$ cat src/rtl/phc_pkg.sv
// Shared types for the phased cache lookup controller.
// Assumes nothing beyond a single clock domain.
package phc_pkg;
    // Lookup phases: idle, tag compare, single data bank read, refill wait
    typedef enum logic [1:0] {
        PH_IDLE = 2'd0,
        PH_TAG  = 2'd1,
        PH_DATA = 2'd2,
        PH_FILL = 2'd3
    } phase_e;
endpackage

$ cat src/rtl/phc_tag_way.sv
// Tag and valid store for one way, one entry per set.
// Reads are combinational and return zero unless enabled, so an idle
// way shows no activity. Only the valid bits are reset.
module phc_tag_way #(
    parameter int SET_W = 2,
    parameter int TAG_W = 10
) (
    input  logic             clk,
    input  logic             rst_n,
    input  logic             rd_en,
    input  logic [SET_W-1:0] rd_set,
    output logic             rd_vld,
    output logic [TAG_W-1:0] rd_tag,
    input  logic             wr_en,
    input  logic [SET_W-1:0] wr_set,
    input  logic [TAG_W-1:0] wr_tag
);
    localparam int SETS = 1 << SET_W;

    logic [SETS-1:0]  vld_q;
    logic [TAG_W-1:0] tag_q [SETS];

    // Valid bits: cleared by reset, set when a line is installed
    always_ff @(posedge clk) begin
        if (!rst_n) begin
            vld_q <= '0;
        end else if (wr_en) begin
            vld_q[wr_set] <= 1'b1;
        end
    end

    // Tag storage: written on install, not reset
    always_ff @(posedge clk) begin
        if (wr_en) begin
            tag_q[wr_set] <= wr_tag;
        end
    end

    // Gated read port
    always_comb begin
        rd_vld = rd_en & vld_q[rd_set];
        rd_tag = rd_en ? tag_q[rd_set] : '0;
    end
endmodule

$ cat src/rtl/phc_data_way.sv
// Data bank for one way, one word per set. The read port returns zero
// unless enabled, which models a bank that is not accessed.
module phc_data_way #(
    parameter int SET_W  = 2,
    parameter int DATA_W = 16
) (
    input  logic              clk,
    input  logic              rd_en,
    input  logic [SET_W-1:0]  rd_set,
    output logic [DATA_W-1:0] rd_data,
    input  logic              wr_en,
    input  logic [SET_W-1:0]  wr_set,
    input  logic [DATA_W-1:0] wr_data
);
    localparam int SETS = 1 << SET_W;

    logic [DATA_W-1:0] mem_q [SETS];

    // Word storage written on install
    always_ff @(posedge clk) begin
        if (wr_en) begin
            mem_q[wr_set] <= wr_data;
        end
    end

    // Gated read port
    always_comb begin
        rd_data = rd_en ? mem_q[rd_set] : '0;
    end
endmodule

$ cat src/rtl/phc_victim_rr.sv
// Per-set round-robin victim pointer. Each set steps through ways
// 0..WAYS-1 and wraps; only the set being refilled advances.
module phc_victim_rr #(
    parameter int SET_W = 2,
    parameter int WAYS  = 3,
    parameter int WAY_W = 2
) (
    input  logic             clk,
    input  logic             rst_n,
    input  logic [SET_W-1:0] set_idx,
    input  logic             advance,
    output logic [WAY_W-1:0] victim
);
    localparam int SETS = 1 << SET_W;
    localparam logic [WAY_W-1:0] LAST = WAY_W'(WAYS - 1);

    logic [WAY_W-1:0] ptr_q [SETS];

    // Pointer update: reset to way 0, wrap after the last way
    always_ff @(posedge clk) begin
        if (!rst_n) begin
            for (int s = 0; s < SETS; s++) begin
                ptr_q[s] <= '0;
            end
        end else if (advance) begin
            ptr_q[set_idx] <= (ptr_q[set_idx] == LAST) ? '0 : ptr_q[set_idx] + 1'b1;
        end
    end

    // Current victim of the addressed set
    assign victim = ptr_q[set_idx];
endmodule

$ cat src/rtl/phased_cache_ctrl.sv
// Phased tag-first lookup controller for a WAYS-way set-associative
// cache holding one DATA_W word per line. Phase 1 reads every tag of the
// set; phase 2 reads only the matching data bank. A miss waits for a
// refill handshake, installs the line in the round-robin victim way and
// returns the refilled word. One lookup is in flight at a time.
module phased_cache_ctrl
    import phc_pkg::*;
#(
    parameter int ADDR_W = 12,
    parameter int DATA_W = 16,
    parameter int SET_W  = 2,
    parameter int WAYS   = 3,
    parameter int CNT_W  = 16
) (
    input  logic              clk,
    input  logic              rst_n,
    input  logic              req_valid,
    input  logic [ADDR_W-1:0] req_addr,
    output logic              req_ready,
    output logic              rsp_valid,
    output logic              rsp_hit,
    output logic [DATA_W-1:0] rsp_data,
    output logic [WAYS-1:0]   tag_rd_en,
    output logic [WAYS-1:0]   data_rd_en,
    output logic              refill_req,
    output logic [ADDR_W-1:0] refill_addr,
    input  logic              refill_ack,
    input  logic [DATA_W-1:0] refill_data,
    output logic [CNT_W-1:0]  bank_rd_cnt
);
    localparam int TAG_W = ADDR_W - SET_W;
    localparam int WAY_W = (WAYS > 1) ? $clog2(WAYS) : 1;

    phase_e            phase_q;
    logic [SET_W-1:0]  set_q;
    logic [TAG_W-1:0]  tag_q;
    logic [WAY_W-1:0]  hit_way_q;
    logic              rsp_valid_q;
    logic              rsp_hit_q;
    logic [DATA_W-1:0] rsp_data_q;
    logic [CNT_W-1:0]  cnt_q;

    logic [WAYS-1:0]   way_vld;
    logic [TAG_W-1:0]  way_tag [WAYS];
    logic [DATA_W-1:0] way_data [WAYS];
    logic [WAYS-1:0]   way_hit;
    logic              any_hit;
    logic [WAY_W-1:0]  hit_idx;
    logic [DATA_W-1:0] bank_word;
    logic [WAY_W-1:0]  victim;
    logic              fill_we;
    logic [CNT_W-1:0]  rd_inc;

    assign fill_we = (phase_q == PH_FILL) && refill_ack;

    // Per-way tag and data stores
    for (genvar w = 0; w < WAYS; w++) begin : g_way
        logic wr_this;
        assign wr_this = fill_we && (victim == WAY_W'(w));

        phc_tag_way #(.SET_W(SET_W), .TAG_W(TAG_W)) i_tag (
            .clk    (clk),
            .rst_n  (rst_n),
            .rd_en  (tag_rd_en[w]),
            .rd_set (set_q),
            .rd_vld (way_vld[w]),
            .rd_tag (way_tag[w]),
            .wr_en  (wr_this),
            .wr_set (set_q),
            .wr_tag (tag_q)
        );

        phc_data_way #(.SET_W(SET_W), .DATA_W(DATA_W)) i_data (
            .clk     (clk),
            .rd_en   (data_rd_en[w]),
            .rd_set  (set_q),
            .rd_data (way_data[w]),
            .wr_en   (wr_this),
            .wr_set  (set_q),
            .wr_data (refill_data)
        );

        assign tag_rd_en[w]  = (phase_q == PH_TAG);
        assign data_rd_en[w] = (phase_q == PH_DATA) && (hit_way_q == WAY_W'(w));
        assign way_hit[w]    = way_vld[w] && (way_tag[w] == tag_q);
    end

    phc_victim_rr #(.SET_W(SET_W), .WAYS(WAYS), .WAY_W(WAY_W)) i_victim (
        .clk     (clk),
        .rst_n   (rst_n),
        .set_idx (set_q),
        .advance (fill_we),
        .victim  (victim)
    );

    // Encode the matching way and merge the gated bank outputs
    always_comb begin
        any_hit   = |way_hit;
        hit_idx   = '0;
        bank_word = '0;
        for (int w = 0; w < WAYS; w++) begin
            if (way_hit[w]) hit_idx = WAY_W'(w);
            bank_word = bank_word | way_data[w];
        end
    end

    // Number of banks read this cycle
    always_comb begin
        rd_inc = '0;
        for (int w = 0; w < WAYS; w++) begin
            rd_inc = rd_inc + CNT_W'(data_rd_en[w]);
        end
    end

    // Phase sequencer with request capture and response register
    always_ff @(posedge clk) begin
        if (!rst_n) begin
            phase_q     <= PH_IDLE;
            set_q       <= '0;
            tag_q       <= '0;
            hit_way_q   <= '0;
            rsp_valid_q <= 1'b0;
            rsp_hit_q   <= 1'b0;
            rsp_data_q  <= '0;
        end else begin
            rsp_valid_q <= 1'b0;
            unique case (phase_q)
                PH_IDLE: begin
                    if (req_valid) begin
                        set_q   <= req_addr[SET_W-1:0];
                        tag_q   <= req_addr[ADDR_W-1:SET_W];
                        phase_q <= PH_TAG;
                    end
                end
                PH_TAG: begin
                    hit_way_q <= hit_idx;
                    phase_q   <= any_hit ? PH_DATA : PH_FILL;
                end
                PH_DATA: begin
                    rsp_valid_q <= 1'b1;
                    rsp_hit_q   <= 1'b1;
                    rsp_data_q  <= bank_word;
                    phase_q     <= PH_IDLE;
                end
                PH_FILL: begin
                    if (refill_ack) begin
                        rsp_valid_q <= 1'b1;
                        rsp_hit_q   <= 1'b0;
                        rsp_data_q  <= refill_data;
                        phase_q     <= PH_IDLE;
                    end
                end
                default: phase_q <= PH_IDLE;
            endcase
        end
    end

    // Data bank read counter
    always_ff @(posedge clk) begin
        if (!rst_n) begin
            cnt_q <= '0;
        end else begin
            cnt_q <= cnt_q + rd_inc;
        end
    end

    assign req_ready   = (phase_q == PH_IDLE);
    assign refill_req  = (phase_q == PH_FILL);
    assign refill_addr = {tag_q, set_q};
    assign rsp_valid   = rsp_valid_q;
    assign rsp_hit     = rsp_hit_q;
    assign rsp_data    = rsp_data_q;
    assign bank_rd_cnt = cnt_q;
endmodule

$ cat config.mk
export PLATFORM = sky130hd
export DESIGN_NAME = phased_cache_ctrl
export DESIGN_NICKNAME = d
export VERILOG_FILES = /design/src/rtl/phc_pkg.sv /design/src/rtl/phc_tag_way.sv /design/src/rtl/phc_data_way.sv /design/src/rtl/phc_victim_rr.sv /design/src/rtl/phased_cache_ctrl.sv
export SDC_FILE = /design/constraint.sdc
export NUM_CORES = 1
export LEC_CHECK = 0
export ABC_CLOCK_PERIOD_IN_PS = 3700
export BUFFER_PORTS_ARGS = -buffer_cell sky130_fd_sc_hd__buf_2
export CAP_MARGIN = 40
export CORE_ASPECT_RATIO = 1.1
export CORE_MARGIN = 3
export CORE_UTILIZATION = 50
export CTS_BUF_LIST = sky130_fd_sc_hd__clkbuf_16
export CTS_CLUSTER_DIAMETER = 60
export DETAILED_ROUTE_END_ITERATION = 8
export HOLD_SLACK_MARGIN = 0.12
export PLACE_DENSITY = 0.67
export REMOVE_ABC_BUFFERS = 1
export SETUP_SLACK_MARGIN = 0.15
export SLEW_MARGIN = 0
export SYNTH_ARGS = -nofsm -noshare
export SYNTH_HDL_FRONTEND = slang
export SYNTH_SLANG_ARGS = --single-unit
$ cat constraint.sdc
create_clock -name clk -period 3.7 [get_ports clk]
set_input_delay 0.185 -clock clk [delete_from_list [all_inputs] [get_ports clk]]
set_output_delay 0.185 -clock clk [all_outputs]
set_load 0.01 [all_outputs]
# Word level (Yosys, flattened, before mapping)
# Memories as Yosys holds them, arrays and structs flattened. A register that Yosys moved wholly into a read port is not among the register bits.
# Cells that the tools add are included.
word_totals:
  register_bits: 62
  ram_bits: 320
  in_bits: 32
  word_cells: 118
  n_memories: 7
mem_list:
  columns: ["name", "depth", "width", "read_ports", "rd_ports_with_merged_regs", "wr", "line_no", "source"]
  rows:
  - ["g_way[0].i_data.mem_q", 4, 16, 1, 1, 1, "phc_data_way.sv:17", "logic [DATA_W-1:0] mem_q [SETS];"]
  - ["g_way[1].i_data.mem_q", 4, 16, 1, 1, 1, "phc_data_way.sv:17", null]
  - ["g_way[2].i_data.mem_q", 4, 16, 1, 1, 1, "phc_data_way.sv:17", null]
  - ["g_way[0].i_tag.tag_q", 4, 10, 1, 1, 1, "phc_tag_way.sv:21", "logic [TAG_W-1:0] tag_q [SETS];"]
  - ["g_way[1].i_tag.tag_q", 4, 10, 1, 1, 1, "phc_tag_way.sv:21", null]
  - ["g_way[2].i_tag.tag_q", 4, 10, 1, 1, 1, "phc_tag_way.sv:21", null]
  - ["+1 memories", null, null, null, null, null, null, null]
op_classes:
  addsub: 4
  n_lt_le_gt_ge: 2
  n_eq_ne: 12
  mux: 54
  bitwise_logic: 8
  reduce_logical: 20
ops:
  columns: ["operator", "count"]
  rows:
  - ["16-bit 2-to-1 mux", 4]
  - ["2-bit 2-to-1 mux", 20]
  - ["16-bit bitwise OR", 2]
  - ["16-bit case mux with 2 select lines", 1]
  - ["10-bit equality test", 3]
  - ["10-bit 2-to-1 mux", 3]
  - ["1-bit 2-to-1 mux", 19]
  - ["16-bit by 3-bit adder with 16-bit output", 1]
  - ["4-bit bitwise OR", 3]
  - ["1-bit logical AND", 11]
  - ["2-bit equality test (second input constant)", 4]
  - ["2-bit case mux with 4 select lines", 1]
  - ["1-bit binary-select mux with 2-bit select", 3]
  - ["2-bit by 1-bit equality test with 1-bit output (second input constant)", 3]
  - ["2-bit logical NOT", 3]
  - ["2-bit AND reduction", 3]
  - ["1-bit case mux with 2 select lines", 2]
  - ["2-bit by 1-bit adder with 3-bit output", 1]
  - ["1-bit bitwise AND", 3]
  - ["2-bit by 3-bit less-than comparator with 1-bit output (second input constant)", 1]
  - ["3-bit OR reduction", 1]
  - ["1-bit by 1-bit adder with 2-bit output", 1]
  - ["2-bit by 1-bit adder with 2-bit output (second input constant)", 1]
  - ["1-bit demux with 2-bit select", 1]
  - ["5 further kinds", 5]

# Longest topological paths before layout
# Gate-level depths: netlist of the first run.
logic_depth:
  depth_word: 7
  ltp_mapped: 13
  mapped_depth_nobuf: 12

# Cells and area by module
# From an unflattened synthesis of the first run, not the netlist that was laid out.
unflattened:
  cells_unflattened: 1010
  hier_area_um2: 15524.9
modules_own_cells:
  columns: ["module", "n_inst", "cells_per_inst", "area_each_um2", "seq_area_each_um2"]
  rows:
  - ["phc_data_way", 3, 126, 2476.1, 1921.8]
  - ["phc_tag_way", 3, 92, 1695.4, 1281.2]
  - ["phased_cache_ctrl", 1, 313, 2517.4, 1001.0]
  - ["phc_victim_rr", 1, 43, 493.0, 240.2]

# Worst setup path after synthesis of the first run
# Ideal clock, no wire load.
synth_path:
  path_type: "reg2reg"
  from: "reg phase_q[0]"
  to: "reg cnt_q[14], in the netlist bank_rd_cnt[14]"
  setup_time_ns: 0.128
  arrival_time_ns: 3.107
  t_required_ns: 3.572
  setup_slack_ns: 0.465
  path_stages_with_launch: 12
  n_path_buf: 1
  period_less_slack_ns: 3.235
  path_cell_list: "dfxtp_1 nand2b_1 nor3_1 clkbuf_1 fa_1 ha_1 fa_1 and2_1 and4_1 nand4_1 xor2_1 nor2_1"
synth_via:
  elab_chain_len: 5
  elab_cells_between_ends: 7
  classes_between: "3 x add/sub; 1 x eq/ne; 3 x reduce/logical"
synth_rtl:
  columns: ["item", "line_no", "source"]
  rows:
  - ["start, declared", "phased_cache_ctrl.sv:34", "phase_e phase_q;"]
  - ["start signal, assigned", "phased_cache_ctrl.sv:137", "phase_q <= any_hit ? PH_DATA : PH_FILL;"]
  - ["2-bit equality test", "phased_cache_ctrl.sv:84", "assign data_rd_en[w] = (phase_q == PH_DATA) && (hit_way_q == WAY_W'(w));"]
  - ["1-bit logical AND", "phased_cache_ctrl.sv:84", null]
  - ["named net g_way[0].i_data.rd_en", "phc_data_way.sv:8", "input logic rd_en,"]
  - ["1-bit by 1-bit adder with 2-bit output", "phased_cache_ctrl.sv:111", "rd_inc = rd_inc + CNT_W'(data_rd_en[w]);"]
  - ["2-bit by 1-bit adder with 3-bit output", "phased_cache_ctrl.sv:111", null]
  - ["16-bit by 3-bit adder with 16-bit output", "phased_cache_ctrl.sv:163", "cnt_q <= cnt_q + rd_inc;"]
  - ["end signal, assigned", "phased_cache_ctrl.sv:163", null]
  - ["end, declared", "phased_cache_ctrl.sv:41", "logic [CNT_W-1:0] cnt_q;"]
# The timed path passes the listed nets, and every way through them passes these cells.
# A chain may end at the register's enable or synchronous reset.

# Worst setup path after layout of the first run
layout_path:
  from: "reg phase_q[0]"
  to: "reg cnt_q[15], in the netlist bank_rd_cnt[15]"
layout_via:
  elab_chain_len: 5
  elab_cells_between_ends: 7
  classes_between: "3 x add/sub; 1 x eq/ne; 3 x reduce/logical"
layout_rtl:
  columns: ["item", "line_no"]
  rows:
  - ["2-bit equality test (*)", "phased_cache_ctrl.sv:84"]
  - ["1-bit logical AND", "phased_cache_ctrl.sv:84"]
  - ["1-bit by 1-bit adder with 2-bit output", "phased_cache_ctrl.sv:111"]
  - ["2-bit by 1-bit adder with 3-bit output (*)", "phased_cache_ctrl.sv:111"]
  - ["16-bit by 3-bit adder with 16-bit output (*)", "phased_cache_ctrl.sv:163"]
# Mark *: on every way between the ends. The rest lies on a longest branch, timed or not.

==> reports/results.tsv, run 1 <==
metric	value	unit
status	finished, final reports clean	
# clock sinks	384	
Final Max Tran Viols	0	
drt drc	0	
antenna-violating nets left	0	
reg2reg path depth	11	
worst path cell trace	nand2b_1 > nor2_1 > nand2_1 > clkinv_1 > fa_1 > ha_1 > a21oi_1 > nor2b_1 > nand4_1 > or3_1 > a21oi_1	
core area	0.0290	mm²
GR Overflow Total	0	
Inst Count DP	1276	
Port Buf Inserts	85	
skew final	16.9	ps
H-tree depth	2	
EDFF count, synth	320	
CTS buffer count	40	
end of the critical path	bank_rd_cnt[15]	
area growth from synthesis to layout	17.1	%
fin nets	1015	
post-synth top area share	0.645	
io pins	86	
Post-Syn Area	0.0149	mm²
worst slew pin tran	876	ps
first-pass GRT wire length	49700	µm
Worst Path Max Fanout	7	
prevailing post-synth register cell	edfxtp_1	
most used cell, CP	a21oi_1	
WP buf/inv	1	
largest net degree at the start of global routing	37	
Die Y	187	µm
critical path data arrival time	3410	ps
Post-DP HPWL	18400	µm
startpoint types	flop	
initial DRC count	677	
Worst-path clk slew	60	ps
Reg2Reg Launch Point	phase_q[0]	
vias in the first global route	8282	
Crit path required time	4150	ps
cell family with most CP delay	simple AND/OR/NAND/NOR gates	
fill count	2086	
setup bufs post-CTS	0	
HP Class	primary input to flop	
n_diodes	0	
vias per inst	5.89	
sequential element share of the synthesized area	0.731	
Yosys Warn Count	0	
area leader, netlist	edfxtp_1	
layout cells sized above 1	0.279	
syn_area_per_cell	17.7	µm²
DR WL/cell	23.5	µm
final core utilization	0.601	
Root Buffer	clkbuf_16	
CTS tree	built	
drt first pass iters	7	
final worst path period need	2960	ps
PwrDens	525	mW/mm²
Seq cells post-synth	384	
most common cell after layout, fill and taps aside	edfxtp_1	
CTS Buffer Depth	3	
Fmax	0.337	GHz
GRT Total Usage	0.206	
Setup WS post-layout	736	ps
Maximum Capacitance Violations	0	
Stages on worst setup path	11	
final worst path period share	0.801	
CP Class	flop to flop	
Vias	8117	
cell count after synthesis	841	
Slew headroom	0.415	
Routed WL	32400	µm
Distinct cells, synth	54	
R2R Setup Slk	740	ps
Rows	65	
static leakage	0.00584	µW
Final TNS setup	0	ps
reg2reg end	bank_rd_cnt[15]	
Placer Congestion	0.777	
Starting Density	0.513	
Crit-path slowest cell	fa_1	
CP startpoint	phase_q[0]	
most frequent cells in the layout	edfxtp_1, buf_2, mux4_2	
CP endpoint kind	flop	
Worst VDD drop	0.407	mV
clock latency on the worst-skew pair	530	ps
Async S/R FF share, synth	0	
fin cells	1379	
setup violators final	0	
Fin. Hold Viols	0	
Die X	171	µm
CP peak stage delay	530	ps
dpl ws	751	ps
unrepaired setup endpoints after global routing	no	
synth top area cells	edfxtp_1, mux4_2, dfxtp_1, nand2_1, xor2_1	
total die area	0.0319	mm²
initial antenna violation count	0	
-- stage by stage --
stage                     cell area, µm²  power, µW  hold slack [ps]
final                              17400       9160              211
after global routing               17400       9470              245
after CTS                          17400       9230              213
after detailed placement           15900       5510              431
after global placement             15900       5500              428
after floorplan                    14600       5260              284
-- tightest hold or removal path: stages --
cell and delay [ps]:
buf_2 120, inv_1 90, buf_4 200, nor2_1 100
-- cell usage after synthesis (all sizes together) (5+ instances only) --
library cell  number
edfxtp           320
xor2              23
mux2i              5
clkbuf            24
dfxtp             64
a21oi             21
a31oi             16
a221oi            16
buf               29
xnor2             15
nand3              6
nand4              8
o21ai             26
inv                7
o21a              12
and2               5
nor2              41
nand2             77
mux4              81
-- worst min path at each step --
stage | startpoint | endpoint | slack, ps | cells past startpoint
detailed placement | req_addr[7] | tag_q[5] | 430 | 3
CTS | rst_n | bank_rd_cnt[3] | 210 | 4
global route | rst_n | bank_rd_cnt[3] | 250 | 4
finish | rst_n | bank_rd_cnt[10] | 210 | 4
floorplan | refill_data[0] | g_way[0].i_data.mem_q[0][0] | 280 | 0
global placement | req_addr[2] | tag_q[0] | 430 | 3
-- report_power, final --
group          switching (µW)  internal [µW]
Sequential               84.0           4730
Clock                    1590           2130
Combinational             348            272
-- cells by family (layout without fill, tap and decap cells) --
group,after synthesis,in the layout,share of synthesized area
flops,384,384,0.731
simple gates,162,162,0.0494
compound gates,105,105,0.0462
mux,87,87,0.127
buf+inv,61,231,0.0198
xor+xnor,38,38,0.0223
fa+ha+maj,4,4,0.00437
-- cell type report --
class	count	area [µm²]	share of cell area
multi-input cells	396	3810	0.219
clock buffers	42	1050	0.0602
clock inverters	32	189	0.0108
inverters	8	30.0	0.00172
flip-flops and latches	384	10900	0.625
repair buffers	149	1000	0.0575
well taps	368	460	0.0264
-- registers in the layout, summed over array words and instances (netlist names), named ones only --
| signal | cells |
|---|---|
| g_way.i_tag.tag_q | 120 |
| rsp_data | 16 |
| rsp_valid | 1 |
| g_way.i_data.mem_q | 192 |
| bank_rd_cnt | 16 |
| i_victim.ptr_q | 8 |
| g_way.i_tag.vld_q | 12 |
| rsp_hit | 1 |
| hit_way_q | 2 |
| set_q | 2 |
| phase_q | 2 |
| tag_q | 10 |
-- routing by layer --
layer	GRT usage	share of wire	routed length, µm	up-vias
li1	-	-	-	3590
met1	0.295	0.43	14000	4203
met2	0.336	0.49	15900	280
met3	0.0328	0.059	1910	44
met4	0.0506	0.018	597	0
met5	0	0	0	-
-- repair_timing --
action                    4_1_cts  5_1_grt
hold buffers                   29        0
hold endpoints to repair      210        0
resized for setup               0        0
(Power assumes the default switching activity.)
==> inputs of run 2 (changes only) <==
Settings changed: ABC_CLOCK_PERIOD_IN_PS 3700 to 2800.
Clock period 3.7 ns to 2.8 ns, I/O delays scaled along.
==> run 2 against run 1 <==
Net effect: power grew 32%; combinational power increased by 40%; routed wire length decreased by 0.19%; via count grew 0.22%; clock-buffer cell count decreased by 2; first-iteration DRC count shrank 9.5%; critical path type unchanged; die area stayed put; non-clock buffer count is 26 higher; critical path depth fell by 4.
==> reports/results.tsv, run 2 (synthesis results as in run 1) <==
metric	value	unit	change
status	finished, final reports clean		
CP peak stage delay	540	ps	about the same
Fmax	0.400	GHz	+18%
CP Class	flop to flop		
antenna-violating nets left	0		unchanged
setup violators final	0		unchanged
drt first pass iters	5		-2
Root Buffer	clkbuf_16		
initial DRC count	613		-9.5%
global routing's busiest layer	met2		
Routed WL	32300	µm	-0.19%
drt drc	0		unchanged
largest net degree at the start of global routing	37		unchanged
CTS Buffer Depth	3		unchanged
final worst path period need	2500	ps	-463 ps
Final Max Tran Viols	0		unchanged
Inst Count DP	1297		+1.6%
HP Class	primary input to flop		
Setup WS post-layout	299	ps	-437 ps
vias in the first global route	8601		+3.9%
R2R Setup Slk	300	ps	-440 ps
# clock sinks	384		unchanged
H-tree depth	2		unchanged
met3 usage in global routing	0.0397		+0.00698
max FFs per register	192		unchanged
dpl ws	120	ps	-631 ps
Crit-path slowest cell	mux4_2		
Die Y	187	µm	unchanged
final worst path period share	0.893		+0.0922
Port Buf Inserts	85		unchanged
Crit path required time	3210	ps	-940 ps
Hold Slack	193	ps	-17.8 ps
layout cells sized above 1	0.292		+0.0131
n_diodes	0		unchanged
met1 Use GR	0.276		-0.0189
cell family with most CP delay	simple AND/OR/NAND/NOR gates		
Finished Cell Area	0.0178	mm²	+1.8%
static leakage	0.00602	µW	+3.1%
placed cell areas	0.0162	mm²	+1.8%
worst slew pin tran	725	ps	-151 ps
GRT Total Usage	0.206		about the same
top flop regs	g_way.i_data.mem_q x192, g_way.i_tag.tag_q x120		
startpoint types	flop		
unrepaired setup endpoints after global routing	yes		
Worst Path Max Fanout	11		+4
Maximum Capacitance Violations	0		unchanged
total die area	0.0319	mm²	unchanged
GR Overflow Total	0		unchanged
Rows	65		unchanged
WP buf/inv	1		unchanged
DR WL/cell	23.0	µm	-1.8%
most frequent cells in the layout	edfxtp_1, buf_2, mux4_2		
fin cells	1402		+1.7%
CP endpoint kind	flop		
Top reg by flops	g_way.i_data.mem_q		
CTS tree	built		
Post-DP HPWL	19200	µm	+4.4%
core area	0.0290	mm²	unchanged
Worst VDD drop	0.577	mV	+42%
Die X	171	µm	unchanged
Worst-path clk slew	60	ps	about the same
clock latency on the worst-skew pair	530	ps	about the same
Starting Density	0.513		unchanged
PwrDens	682	mW/mm²	+30%
CTS buffer count	39		-2.5%
Slew headroom	0.516		+0.101
skew final	25.7	ps	+8.77 ps
io pins	86		unchanged
most common cell after layout, fill and taps aside	edfxtp_1		
vias per inst	5.80		-1.4%
Placer Congestion	0.763		-1.9%
critical path data arrival time	2910	ps	-500 ps
Vias	8135		+0.22%
initial antenna violation count	0		unchanged
fin nets	1040		+2.5%
first-pass GRT wire length	50000	µm	+0.54%
Fin. Hold Viols	0		unchanged
worst path cell trace	buf_4 > mux4_2 > nor4b_1 > o2bb2ai_1 > a21oi_1 > or3_1 > a31o_1		
global-route met2 utilization	0.347		+0.0107
area growth from synthesis to layout	19.3	%	
[run 2: cell types whose count changed in the layout (fill, tap and decap cells not counted), sizes merged]
cell	before	now
bufinv	1	3
clkinv	23	16
clkbuf	42	40
inv	12	20
buf	120	146
clkinvlp	4	0
[run 2: per-stage QoR]
stage	total power [µW]	utilization	TNS [ps]
2_1_floorplan	6950	-	-1065400
3_3_place_gp	7280	0.558	0
3_5_place_dp	7300	0.558	0
4_1_cts	12200	0.610	0
5_1_grt	12500	0.612	0
6_report	12100	0.612	0
[run 2: final timing paths]
| check | start | endpoint | cells past startpoint |
|---|---|---|---|
| min reg2reg | g_way[2].i_tag.vld_q[1] | g_way[2].i_tag.vld_q[1] | 1 |
| max reg2reg | flop | phase_q[0] | 7 |
| max | flop | phase_q[0] | 7 |
| min | rst_n | rsp_valid | 3 |
[run 2: final cells by class]
type,count,area (µm²)
clock inverter,31,218
sequential,384,10900
tap,368,460
multi-input combinational,396,3830
inverter,8,30.0
clock buffer,40,1000
fill,2062,11300
timing repair buffer,175,1330
[run 2: report_power, final]
| part | total [µW] | internal, µW | switching (µW) | leakage [µW] |
|---|---|---|---|---|
| Sequential | 6350 | 6250 | 93.4 | 0.00345 |
| Clock | 4900 | 2860 | 2040 | 0.000638 |
| Combinational | 871 | 391 | 480 | 0.00193 |
[run 2: metal layers]
layer  vias to the layer above  wire (µm)
li1                       3643          -
met1                      4164      13200
met2                       281      16500
met3                        47       2010
met4                         0        658
met5                         -          0
[run 2: worst reg2reg max path: stages, from the launching register on]
cell and delay [ps]:
dfxtp_4 480, buf_4 180, mux4_2 540, nor4b_1 350
o2bb2ai_1 160, a21oi_1 90, or3_1 360, a31o_1 230
[run 2: timing repair]
item,4_1_cts,5_1_grt
endpoints found under the setup margin,2,37
endpoints found under the hold margin,215,0
buffers inserted,0,5
hold buffers,29,0
gates resized for setup,2,4
pin swaps,0,1
